<file path="src/rtl/dma_trig_pkg.sv">
package dma_trig_pkg;

   typedef enum logic [1:0] {
      POL_OFF  = 2'd0,
      POL_RISE = 2'd1,
      POL_FALL = 2'd2,
      POL_RSVD = 2'd3
   } trig_pol_e;

   // The code value is also the bit position on the step strobe vectors.
   typedef enum logic [1:0] {
      GRAN_BLOCK  = 2'd0,
      GRAN_REPEAT = 2'd1,
      GRAN_LINK   = 2'd2,
      GRAN_BEAT   = 2'd3
   } trig_gran_e;

   localparam int unsigned GRAN_COUNT = 4;

endpackage

</file>
<file path="src/rtl/dma_trig_sync_edge.sv">
// Synchronises every event line and reports its rising and falling edges.
module dma_trig_sync_edge #(
   parameter int unsigned NUM_EVT = 64,
   parameter int unsigned STAGES  = 2
) (
   input  logic               clk,
   input  logic               rst_n,
   input  logic [NUM_EVT-1:0] evt_i,
   output logic [NUM_EVT-1:0] rise_o,
   output logic [NUM_EVT-1:0] fall_o
);
   localparam int unsigned LAST = STAGES - 1;

   if (STAGES < 2) begin : g_bad_stages
      $error("dma_trig_sync_edge: STAGES must be at least 2");
   end

   logic [NUM_EVT-1:0] stg_q [STAGES];
   logic [NUM_EVT-1:0] prev_q;

   always_ff @(posedge clk or negedge rst_n) begin
      if (!rst_n) begin
         for (int s = 0; s < STAGES; s++) stg_q[s] <= '0;
         prev_q <= '0;
      end else begin
         stg_q[0] <= evt_i;
         for (int s = 1; s < STAGES; s++) stg_q[s] <= stg_q[s-1];
         prev_q <= stg_q[LAST];
      end
   end

   // Edges are kept per line, so changing the index cannot create a false edge.
   for (genvar e = 0; e < NUM_EVT; e++) begin : g_edge
      assign rise_o[e] =  stg_q[LAST][e] & ~prev_q[e];
      assign fall_o[e] = ~stg_q[LAST][e] &  prev_q[e];
   end

endmodule

</file>
<file path="src/rtl/dma_trig_select.sv">
// Picks one line by index and applies the polarity setting.
module dma_trig_select
   import dma_trig_pkg::*;
#(
   parameter int unsigned NUM_EVT   = 64,
   parameter int unsigned NUM_VALID = 46,
   parameter int unsigned SEL_W     = $clog2(NUM_EVT)
) (
   input  logic [NUM_EVT-1:0] rise_i,
   input  logic [NUM_EVT-1:0] fall_i,
   input  logic [SEL_W-1:0]   sel_i,
   input  logic [1:0]         pol_i,
   output logic               hit_o,
   output logic               sel_err_o
);
   trig_pol_e pol;
   logic      rise_sel, fall_sel;

   assign pol       = trig_pol_e'(pol_i);
   assign sel_err_o = (32'(sel_i) >= NUM_VALID);
   assign rise_sel  = rise_i[sel_i];
   assign fall_sel  = fall_i[sel_i];

   always_comb begin
      hit_o = 1'b0;
      if (!sel_err_o) begin
         unique case (pol)
            POL_RISE: hit_o = rise_sel;
            POL_FALL: hit_o = fall_sel;
            default:  hit_o = 1'b0;
         endcase
      end
   end

endmodule

</file>
<file path="src/rtl/dma_trig_pend.sv">
// Holds one pending hit and tracks whether the gated step is running.
module dma_trig_pend (
   input  logic clk,
   input  logic rst_n,
   input  logic hit_i,
   input  logic start_i,
   input  logic done_i,
   output logic pend_o,
   output logic busy_o,
   output logic ovr_o
);
   logic pend_q, busy_q, ovr_q;

   always_ff @(posedge clk or negedge rst_n) begin
      if (!rst_n) begin
         pend_q <= 1'b0;
         busy_q <= 1'b0;
         ovr_q  <= 1'b0;
      end else begin
         pend_q <= hit_i | (pend_q & ~start_i);
         busy_q <= start_i | (busy_q & ~done_i);
         ovr_q  <= hit_i & pend_q & ~start_i;
      end
   end

   assign pend_o = pend_q;
   assign busy_o = busy_q;
   assign ovr_o  = ovr_q;

endmodule

</file>
<file path="src/rtl/dma_trig_gate.sv">
module dma_trig_gate
   import dma_trig_pkg::*;
#(
   parameter int unsigned NUM_EVT   = 64,
   parameter int unsigned NUM_VALID = 46,
   parameter int unsigned STAGES    = 2,
   parameter int unsigned SEL_W     = $clog2(NUM_EVT)
) (
   input  logic               clk,
   input  logic               rst_n,
   input  logic [NUM_EVT-1:0] evt_i,
   input  logic [SEL_W-1:0]   cfg_sel_i,
   input  logic [1:0]         cfg_pol_i,
   input  logic [1:0]         cfg_mode_i,
   input  logic [3:0]         step_start_i,
   input  logic [3:0]         step_done_i,
   output logic               go_o,
   output logic               ovr_o,
   output logic               sel_err_o
);
   if (NUM_VALID == 0 || NUM_VALID > NUM_EVT) begin : g_bad_valid
      $error("dma_trig_gate: NUM_VALID must lie in 1..NUM_EVT");
   end
   if ((1 << SEL_W) < NUM_EVT) begin : g_bad_selw
      $error("dma_trig_gate: SEL_W too narrow for NUM_EVT");
   end

   logic [NUM_EVT-1:0] rise, fall;
   logic               hit;
   logic               start_sel, done_sel;
   logic               pend_q, busy_q;

   dma_trig_sync_edge #(.NUM_EVT(NUM_EVT), .STAGES(STAGES)) u_sync (
      .clk    (clk),
      .rst_n  (rst_n),
      .evt_i  (evt_i),
      .rise_o (rise),
      .fall_o (fall)
   );

   dma_trig_select #(.NUM_EVT(NUM_EVT), .NUM_VALID(NUM_VALID), .SEL_W(SEL_W)) u_sel (
      .rise_i    (rise),
      .fall_i    (fall),
      .sel_i     (cfg_sel_i),
      .pol_i     (cfg_pol_i),
      .hit_o     (hit),
      .sel_err_o (sel_err_o)
   );

   assign start_sel = step_start_i[cfg_mode_i];
   assign done_sel  = step_done_i[cfg_mode_i];

   dma_trig_pend u_pend (
      .clk     (clk),
      .rst_n   (rst_n),
      .hit_i   (hit),
      .start_i (start_sel),
      .done_i  (done_sel),
      .pend_o  (pend_q),
      .busy_o  (busy_q),
      .ovr_o   (ovr_o)
   );

   assign go_o = pend_q & ~busy_q;

endmodule

</file>
<file path="config.mk">
export PLATFORM = sky130hd
export DESIGN_NAME = dma_trig_gate
export DESIGN_NICKNAME = d
export VERILOG_FILES = /design/src/rtl/dma_trig_pkg.sv /design/src/rtl/dma_trig_sync_edge.sv /design/src/rtl/dma_trig_select.sv /design/src/rtl/dma_trig_pend.sv /design/src/rtl/dma_trig_gate.sv
export SDC_FILE = /design/constraint.sdc
export NUM_CORES = 1
export LEC_CHECK = 0
export ABC_AREA = 1
export CORE_MARGIN = 2
export CORE_UTILIZATION = 57
export CTS_CLUSTER_SIZE = 12
export DETAILED_ROUTE_END_ITERATION = 16
export DONT_BUFFER_PORTS = 1
export GPL_ROUTABILITY_DRIVEN = 0
export PLACE_DENSITY = 0.82
export SYNTH_ARGS = -nofsm -noshare
export SYNTH_HDL_FRONTEND = slang
export SYNTH_SLANG_ARGS = --single-unit
</file>
<file path="constraint.sdc">
create_clock -name clk -period 1.5 [get_ports clk]
set_input_delay 0.225 -clock clk [delete_from_list [all_inputs] [get_ports clk]]
set_output_delay 0.225 -clock clk [all_outputs]
set_load 0.01 [all_outputs]
</file>
==> results of run 1 <==
worst min-delay path by stage:
stage	endpoint	slack [ns]	cells after the start
global route	u_sync.stg_q[97]$_DFF_PN0_	-0.54	0
floorplan	u_pend.busy_o$_DFF_PN0_	-0.07	0
global placement	u_sync.stg_q[115]$_DFF_PN0_	-0.06	0
detailed placement	u_sync.stg_q[115]$_DFF_PN0_	-0.07	0
finish	u_sync.stg_q[59]$_DFF_PN0_	-0.51	0
CTS	u_sync.prev_q[40]$_DFF_PN0_	-0.53	0
power by group:
| part | internal, uW | switching (uW) | total (uW) |
|---|---|---|---|
| clock network | 2570 | 2030 | 4600 |
| logic | 298 | 298 | 596 |
| registers | 5530 | 159 | 5680 |
| total | 8390 | 2480 | 10900 |
synthesized netlist by cell type (all sizes together), types with 2 or more instances:
cell,n
dfrtp,195
nand2,124
nand3,105
inv,61
nor2,53
o21ai,33
buf,20
a21oi,17
nor3,3
o211ai,3
ha,2
nand3b,2
nor3b,2
o22ai,2
area by class of cell:
type / instances / area (sq um)
flip-flops and latches: 195 / 4880
well taps: 147 / 184
fillers: 798 / 3630
clock inverters: 13 / 170
multi-input cells: 348 / 1630
inverters: 62 / 233
repair buffers: 73 / 746
clock buffers: 19 / 443
what timing repair did:
| item | in CTS | in global routing |
|---|---|---|
| hold endpoints to repair | 259 | 195 |
| setup endpoints to repair | 0 | 2 |
| resized for setup | 0 | 12 |
| setup buffers | 0 | 2 |
logic make-up after synthesis:
| group | Yosys count | synth area share |
|---|---|---|
| buffers and inverters | 83 | 0.0572 |
| flip-flops | 195 | 0.710 |
| AO/OA/AOI/OAI | 57 | 0.0466 |
| adder cells (fa/ha/maj) | 2 | 0.00364 |
| AND/OR/NAND/NOR | 289 | 0.183 |
registers in the layout, summed over array words and instances, names as in the netlist:
| signal | count |
|---|---|
| u_pend.busy_o | 1 |
| u_pend.pend_o | 1 |
| u_pend.ovr_o | 1 |
| u_sync.stg_q | 128 |
| u_sync.prev_q | 64 |
stage by stage:
| stage | cells | setup slack (ns) |
|---|---|---|
| 2_1_floorplan | 626 | 0.159 |
| 3_3_place_gp | 759 | 0.0891 |
| 3_5_place_dp | 759 | 0.0565 |
| 4_1_cts | 855 | 0.0518 |
| 5_1_grt | 857 | -0.122 |
| 6_report | 857 | 0.0118 |
placed cells by master, fill, tap and decap left out, types with 2 or more instances in the layout:
cell / n
bufinv_16: 2
nand3b_1: 2
o211ai_2: 2
nor3_1: 3
dfrtp_1: 195
clkbuf_16: 17
buf_4: 6
nor2_2: 3
dlygate4sd3_1: 64
clkinv_2: 2
buf_12: 3
inv_1: 57
inv_2: 4
nor2_1: 49
inv_6: 3
nand2_1: 118
clkinv_8: 2
nand3_2: 2
o21ai_0: 27
nand3_1: 103
nand2_2: 6
ha_1: 2
o21ai_1: 5
a21oi_1: 17
inv_8: 3
routing by layer:
layer	track usage	share of wire
met1	0.274	0.39
met2	0.390	0.52
met3	0.0654	0.051
met4	0.120	0.038
met5	0	0
worst max-delay path, cell delays in order (launching register included):
cell and delay [ns]:
dfrtp_1 0.42, nor2_1 0.13, nand2_1 0.07, nand2_1 0.06
nor2_1 0.04, nor2_1 0.12, nand2_1 0.06, nand2_1 0.07
nand2_1 0.05, nand3_1 0.06, nand3_1 0.08, nand2_1 0.07
nand2_2 0.06, nor2_2 0.12
==> flow_summary.toml, run 1 <==
[clocking]
root_buffer = "clkbuf_16"
cts_buffer_depth = 2
cts_buffers = 17
clock_latency_ns = 0.44
cts_tree = "done"
cts_hold_buffers = 64
path_clk_slew_ns = 0.07
clkSinkCount = 195
htreeDepth = 4

[synth]
synth_fp_nets = 712
synth-seq-area-share = 0.710
ys_top_cells_by_area = "dfrtp_1 71%, nand3_1 7.6%, nand2_1 6.6%, inv_1 3.1%, nor2_1 2.8%"
yosys_register_bits = 195
synth_cell_types = 28
synth.largest_area_cell = "dfrtp_1"
synth_top_area_frac = 0.710
avgSynthCellArea_sq_um = 11.0
synthArstFlopShare = 1.00
synth_ff_type = "dfrtp_1"
synth_edf_count = 0
yosys_warnings = 0
synthesis.area_sq_um = 6870
synthCells = 626

[die]
rows = 40
io_pins = 87
die-area_sq_um = 13000
die_h_um = 114
die_w_um = 114
start_util = 0.577
core_sq_um = 11900

[hold_path]
hold_class = "in -> async"

[placed_design]
dp_hpwl_um = 8410
dpl_cell_area_sq_um = 6990
portBuffers = 0

[flow_run]
drv_cap = 0

[detailed_routing]
wl_um = 14100
wire_per_inst_um = 16.4
drt_iter0_drc = 431
drcViolationCount = 0
via_per_inst = 5.36
detail-route-antenna-nets = 0
drt_first_pass_iters = 5
route.vias.total = 4597

[global_routing]
grt_max_degree = 196
overflow = 0
antenna_found_initial = 0
grt_pass1_wl_um = 22600
grt_pass1_vias = 4674
grt_use_total = 0.232

[timing]
worst_slew_pin_slew_ns = 0.350
slew_violations = 0
setup_viol = 0
fin_tns_setup_ns = 0
fmax_mhz = 672
finalClockSkew_ns = 0.0111
rsz0062_at_grt = "yes"
period_share = 0.992
hold_slack_ns = -0.510
slew_headroom = 0.766
hold_viol = 195
period_needed_ns = 1.49

[setup_path]
regToRegEndpoint = "u_pend.ovr_o$_DFF_PN0_"
worstPathRequired_ns = 1.86
criticalPathCategory = "reg -> reg"
reg2reg_from = "u_sync.stg_q[7]$_DFF_PN0_"
cp-endpoint = "u_pend.ovr_o$_DFF_PN0_"
r2r_setup_slack_ns = 0.01
cp.arrival_ns = 1.84
crit_path_start = "u_sync.stg_q[7]$_DFF_PN0_"
start_kind = "flop"
cp_max_fo = 3
reg2regPathDepth = 13
worst_setup_path_end_kind = "flop"

[cells_and_area]
syn_to_final_growth_pct = 20.5
utilization = 0.695
fin_area_sq_um = 8280
drive_gt1_frac = 0.0859
antenna_cells = 0
nets = 783

[power_and_ir_drop]
irDropWorstVdd_mv = 1.11
p_per_area_nw_per_um2 = 1310
finalPower_uw = 10900
leakage_uw = 0.00391

[outcome]
violations = "hold timing"
status = "finished with violations"
No activity file was read; power rests on OpenSTA's default activity.
==> run 2: changes to the inputs <==
RECOVER_POWER = 50   (was default)
SETUP_SLACK_MARGIN = 0.4   (was default)
==> run 2 against run 1 <==
  * The run still ends with hold timing left
  * Clock power down 3%
  * Combinational power about the same
  * Die area unchanged
  * Flip-flop and latch count unchanged
  * Clock skew down 0.0025 ns
  * First-iteration DRC count down 26%
  * Power down 1.4%
  * Non-clock buffer count down 3
  * Critical path depth down 2
  * Routed wire length down 2.4%
  * Via count up 1.8%
  * Critical endpoint unchanged
  * Largest cell class unchanged
==> flow_summary.toml, run 2 (same netlist as run 1, synthesis figures left out) <==
[outcome]
status = "finished with violations"
violations = "hold timing"

[global_routing]
grt_pass1_vias = 4888
overflow = 0
grt_max_degree = 196
grt_use_total = 0.232
antenna_found_initial = 0
grt_pass1_wl_um = 22900

[detailed_routing]
drt_first_pass_iters = 5
wire_per_inst_um = 16.1
via_per_inst = 5.48
detail-route-antenna-nets = 0
route.vias.total = 4682
wl_um = 13700
drcViolationCount = 0
drt_iter0_drc = 320

[cells_and_area]
final_common_cell = "dfrtp_1"
largestRegisters = "u_sync.stg_q x128, u_sync.prev_q x64"
fillCellCount = 796
drive_gt1_frac = 0.0934
top_register = "u_sync.stg_q"
fin_area_sq_um = 8260
antenna_cells = 0
syn_to_final_growth_pct = 20.2
final_cell_mix = "195 x dfrtp_1, 119 x nand2_1, 102 x nand3_1"
nets = 780
largest_reg_flops = 128

[clocking]
cts_buffers = 17
clkSinkCount = 195
root_buffer = "clkbuf_16"
cts_tree = "done"
clock_latency_ns = 0.44
path_clk_slew_ns = 0.07
cts_buffer_depth = 2
cts_hold_buffers = 64
htreeDepth = 4

[power_and_ir_drop]
p_comb_frac = 0.055
power_switching_uw = 2540
p_sw_frac = 0.237
clkPwrFrac = 0.415
irDropWorstVdd_mv = 1.18
pwr-share-seq = 0.529
internal-power_uw = 8190
leakage_uw = 0.00388
p_per_area_nw_per_um2 = 1300

[placed_design]
dp_hpwl_um = 8570
dpl_cell_area_sq_um = 7000
portBuffers = 0
dp_worst_setup_slack_ns = 0.00420

[die]
die_h_um = 114
rows = 40
die_w_um = 114
die-area_sq_um = 13000
core_sq_um = 11900
io_pins = 87
start_util = 0.577

[setup_path]
cp.arrival_ns = 1.81
crit_top_cell = "nand2_1"
reg2regPathDepth = 11
max_stage_delay_ns = 0.43
crit_path_top_delay_cell = "dfrtp_1"
worst_setup_path_end_kind = "flop"
cp_max_fo = 3
criticalPathCategory = "reg -> reg"
start_kind = "flop"
crit_chain = "o21ai_0 > a21oi_1 > nor2_1 > nand2_1 > nand2_1 > nand2_1 > nand3_1 > nand3_1 > nand2_1 > nand2_2 > nor2_1"
worstPathRequired_ns = 1.87

[timing]
period_needed_ns = 1.44
period_share = 0.963
fmax_mhz = 692
setup_viol = 0
finalClockSkew_ns = 0.00857
worst_slew_pin_slew_ns = 0.365
hold_viol = 195
fin_tns_setup_ns = 0
fin_ws_ns = 0.0550
slew_headroom = 0.756
hold_slack_ns = -0.518
slew_violations = 0
rsz0062_at_grt = "yes"

[hold_path]
hold_class = "in -> async"

[flow_run]
drv_cap = 0
[run 2: changes by cell type in the layout (fill, tap and decap cells not counted), sizes merged]
cell,change
buf,-3
clkinv,+2
bufinv,-1
clkbuf,-1
[run 2: worst paths after layout]
check | from | to | slack, ns
setup reg to reg | u_sync.stg_q[15]$_DFF_PN0_ | u_pend.ovr_o$_DFF_PN0_ | 0.06
max in group asynchronous | rst_n | u_sync.stg_q[7]$_DFF_PN0_ | 1.71
hold / removal | rst_n | u_sync.stg_q[51]$_DFF_PN0_ | -0.52
hold reg to reg | u_sync.stg_q[122]$_DFF_PN0_ | u_sync.stg_q[58]$_DFF_PN0_ | 0.35
min in group clk | cfg_mode_i[1] | u_pend.busy_o$_DFF_PN0_ | 0.05
setup / recovery | u_sync.stg_q[15]$_DFF_PN0_ | u_pend.ovr_o$_DFF_PN0_ | 0.06
[run 2: through the flow]
stage	power, uW	std cells	util	hold slack (ns)
after floorplan	6120	626	-	-0.0706
after global placement	6170	757	0.587	-0.0656
after detailed placement	6210	757	0.587	-0.0657
after CTS	10800	853	0.693	-0.535
after global routing	11100	854	0.694	-0.539
final	10700	854	0.694	-0.518
[run 2: routing by layer]
metal,vias up,wire length (um),global-route usage
met2,227,6900,0.382
met5,-,0,0
met3,45,881,0.0707
met4,0,499,0.115
li1,2140,-,-
met1,2270,5470,0.281
[run 2: area by class of cell]
| type | instances | area, sq um | area share |
|---|---|---|---|
| Sequential cell | 195 | 4880 | 0.591 |
| Multi-Input combinational cell | 348 | 1660 | 0.201 |
| Timing Repair Buffer | 70 | 711 | 0.0860 |
| Clock buffer | 18 | 429 | 0.0519 |
| Inverter | 62 | 235 | 0.0285 |
| Tap cell | 147 | 184 | 0.0223 |
| Clock inverter | 14 | 166 | 0.0201 |
[run 2: worst max-delay path, delay by kind of cell, from the launching register on]
family / cells / cell delay [ns]
AND/OR/NAND/NOR: 9 / 0.62
AO/OA/AOI/OAI: 2 / 0.33
flip-flops: 1 / 0.43
[run 2: what timing repair did]
action	in CTS	in global routing
resized for setup	11	3
endpoints found under the setup margin	4	5
endpoints found under the hold margin	259	195
pin swaps	1	1
buffers inserted	0	1
[run 2: power groups by stage]
stage	clock network, uW	registers, uW	logic, uW
after global routing	4750	5710	664
after CTS	4550	5680	583
final	4460	5680	594
after global placement	0	5760	412
after detailed placement	0	5780	437
after floorplan	0	5720	403
==> run 3: changes to the inputs <==
SYNTH_HIERARCHICAL = 1   (was default)
==> run 3 against run 2 <==
  * The run ends with hold timing, setup timing left
  * Sequential share of layout area shrank 4.1 points
  * Synthesized cell count grew 28%
  * Die area grew 7.1%
  * Flip-flop and latch count is the same
  * Non-clock buffer count grew 2
  * Critical path depth grew 3
  * Core utilization grew 0.99 points
  * Sequential power is essentially flat
  * Clock power is essentially flat
  * Critical endpoint is now u_pend/ovr_o$_DFF_PN0_
  * Highest routed layer unchanged
==> flow_summary.toml, run 3 <==
[cells_and_area]
largest_reg_flops = 128
nets = 956
antenna_cells = 0
top_register = "u_sync/stg_q"
drive_gt1_frac = 0.0759
final_common_cell = "dfrtp_1"
fillCellCount = 915
final_cell_mix = "195 x dfrtp_1, 183 x nand2_1, 144 x inv_1"
syn_to_final_growth_pct = 20.4
largestRegisters = "u_sync/stg_q x128, u_sync/prev_q x64"

[clocking]
htreeDepth = 4
cts_tree = "done"
root_buffer = "clkbuf_16"
cts_hold_buffers = 64
cts_buffers = 17
clock_latency_ns = 0.43
clkSinkCount = 195
path_clk_slew_ns = 0.07
cts_buffer_depth = 2

[die]
die_h_um = 118
io_pins = 87
core_sq_um = 12600
start_util = 0.584
die_w_um = 118
die-area_sq_um = 13900
rows = 41

[timing]
setup_viol = 2
fmax_mhz = 641
slew_headroom = 0.690
hold_slack_ns = -0.514
worst_slew_pin_slew_ns = 0.465
period_share = 1.04
hold_viol = 195
slew_violations = 0
finalClockSkew_ns = 0.0101
rsz0062_at_grt = "yes"
fin_ws_ns = -0.0607
period_needed_ns = 1.56

[global_routing]
grt_pass1_vias = 5090
grt_max_degree = 196
grt_use_total = 0.226
overflow = 0
antenna_found_initial = 0
grt_pass1_wl_um = 24400

[synth]
synthesis.area_sq_um = 7380
synth_xor_area_frac = 0
synth_top_family_by_area = "simple AND/OR/NAND/NOR gates"
synthTopCellsByCount = "195 x dfrtp_1, 185 x nand2_1, 146 x inv_1"
synth_fa_ha_area_frac = 0.00339
yosys_register_bits = 195
synth_ff_type = "dfrtp_1"
synth_edf_count = 0
yosys_warnings = 6
synthCells = 799
synth_top_area_frac = 0.662
ys_top_cells_by_area = "dfrtp_1 66%, nand2_1 9.4%, inv_1 7.4%, nor2_1 7.2%, nand3_1 6.0%"
synth.largest_area_cell = "dfrtp_1"
synth-compound-area-share = 0.00950
synth_cell_types = 14
post-synth-top-count-cell = "dfrtp_1"
avgSynthCellArea_sq_um = 9.23
synthArstFlopShare = 1.00
synth_fp_nets = 885
synth-seq-area-share = 0.662
synthMuxAreaShare = 0
yosys.area_share.simple = 0.228

[power_and_ir_drop]
irDropWorstVdd_mv = 1.88
internal-power_uw = 8310
p_comb_frac = 0.064
clkPwrFrac = 0.411
power_switching_uw = 2520
finalPower_uw = 10800
leakage_uw = 0.00455
pwr-share-seq = 0.526
p_sw_frac = 0.233
p_per_area_nw_per_um2 = 1220

[detailed_routing]
drt_iter0_drc = 326
detail-route-antenna-nets = 0
drt_first_pass_iters = 5
wire_per_inst_um = 13.7
route.vias.total = 5034
wl_um = 14400
drcViolationCount = 0
via_per_inst = 4.77

[placed_design]
dp_hpwl_um = 8800
portBuffers = 0
dp_worst_setup_slack_ns = -0.0333

[flow_run]
drv_cap = 0

[setup_path]
cp_max_fo = 3
start_kind = "flop"
worstPathRequired_ns = 1.86
cp.arrival_ns = 1.93
r2r_setup_slack_ns = -0.06
worst_setup_path_end_kind = "flop"
criticalPathCategory = "reg -> reg"

[outcome]
status = "finished with violations"
violations = "hold timing, setup timing"

[hold_path]
hold_class = "in -> async"
[run 3: worst max-delay path: stages (launching register included)]
cell and delay [ns]:
dfrtp_1 0.41, buf_6 0.12, nor2_1 0.07, nand2_1 0.07, nand3_2 0.06, nand3_2 0.08
nand2_2 0.07, nand2_1 0.05, nand2_1 0.07, nand3_1 0.08, nand2_1 0.06, nand2_1 0.06
a21oi_2 0.14, nand2_1 0.06, nor2_1 0.09
[run 3: cell type report]
class | instances | area [sq um] | share of cell area
inverter | 151 | 572 | 0.0644
tap | 172 | 215 | 0.0242
clock buffer | 20 | 457 | 0.0514
timing repair buffer | 72 | 767 | 0.0864
clock inverter | 12 | 136 | 0.0154
sequential | 195 | 4880 | 0.550
multi-input combinational | 433 | 1850 | 0.208
[run 3: timing repair]
| item | 4_1_cts | 5_1_grt |
|---|---|---|
| pin swaps | 9 | 23 |
| resized for setup | 5 | 16 |
| endpoints found under the hold margin | 259 | 195 |
| setup endpoints to repair | 3 | 3 |
| cloned | 0 | 0 |
| setup buffers | 1 | 1 |
[run 3: stage by stage]
stage | hold slack (ns) | cells | cell area (sq um) | TNS, ns | utilization
finish | -0.514 | 1055 | 8880 | -0.0779 | 0.703
floorplan | -0.0706 | 799 | 7450 | 0 | -
detailed placement | -0.0628 | 957 | 7560 | -0.0358 | 0.599
global placement | -0.0624 | 957 | 7560 | -0.0361 | 0.599
CTS | -0.521 | 1054 | 8820 | 0 | 0.699
global route | -0.538 | 1055 | 8880 | -0.397 | 0.703
[run 3: worst paths after layout]
kind	startpoint	to	cells past startpoint
max in group asynchronous	rst_n	u_sync/stg_q[9]$_DFF_PN0_	0
min in group clk	cfg_mode_i[1]	u_pend/ovr_o$_DFF_PN0_	3
worst min register to register	u_sync/stg_q[90]$_DFF_PN0_	u_sync/stg_q[26]$_DFF_PN0_	0
worst min-delay path	rst_n	u_sync/stg_q[95]$_DFF_PN0_	0
worst max-delay path	u_sync/stg_q[52]$_DFF_PN0_	u_pend/ovr_o$_DFF_PN0_	14
worst max register to register	u_sync/stg_q[52]$_DFF_PN0_	u_pend/ovr_o$_DFF_PN0_	14
[run 3: logic make-up (layout without fill, tap and decap cells)]
kind of cell | after synthesis | in the layout
AND/OR/NAND/NOR | 417 | 417
flip-flops | 195 | 195
adder cells (fa/ha/maj) | 2 | 2
buffers and inverters | 171 | 255
AO/OA/AOI/OAI | 14 | 14
[run 3: metal layers]
layer | track usage | vias to the layer above | routed length (um)
met3 | 0.0664 | 28 | 727
met1 | 0.304 | 2361 | 6420
met2 | 0.356 | 138 | 6940
li1 | - | 2507 | -
met5 | 0 | - | 0
met4 | 0.0761 | 0 | 326
[run 3: power groups by stage]
stage | sequential (uW) | combinational, uW | clock, uW
CTS | 5680 | 666 | 4520
finish | 5690 | 689 | 4450
global route | 5720 | 779 | 4770
detailed placement | 5780 | 516 | 0
global placement | 5760 | 505 | 0
floorplan | 5730 | 477 | 0
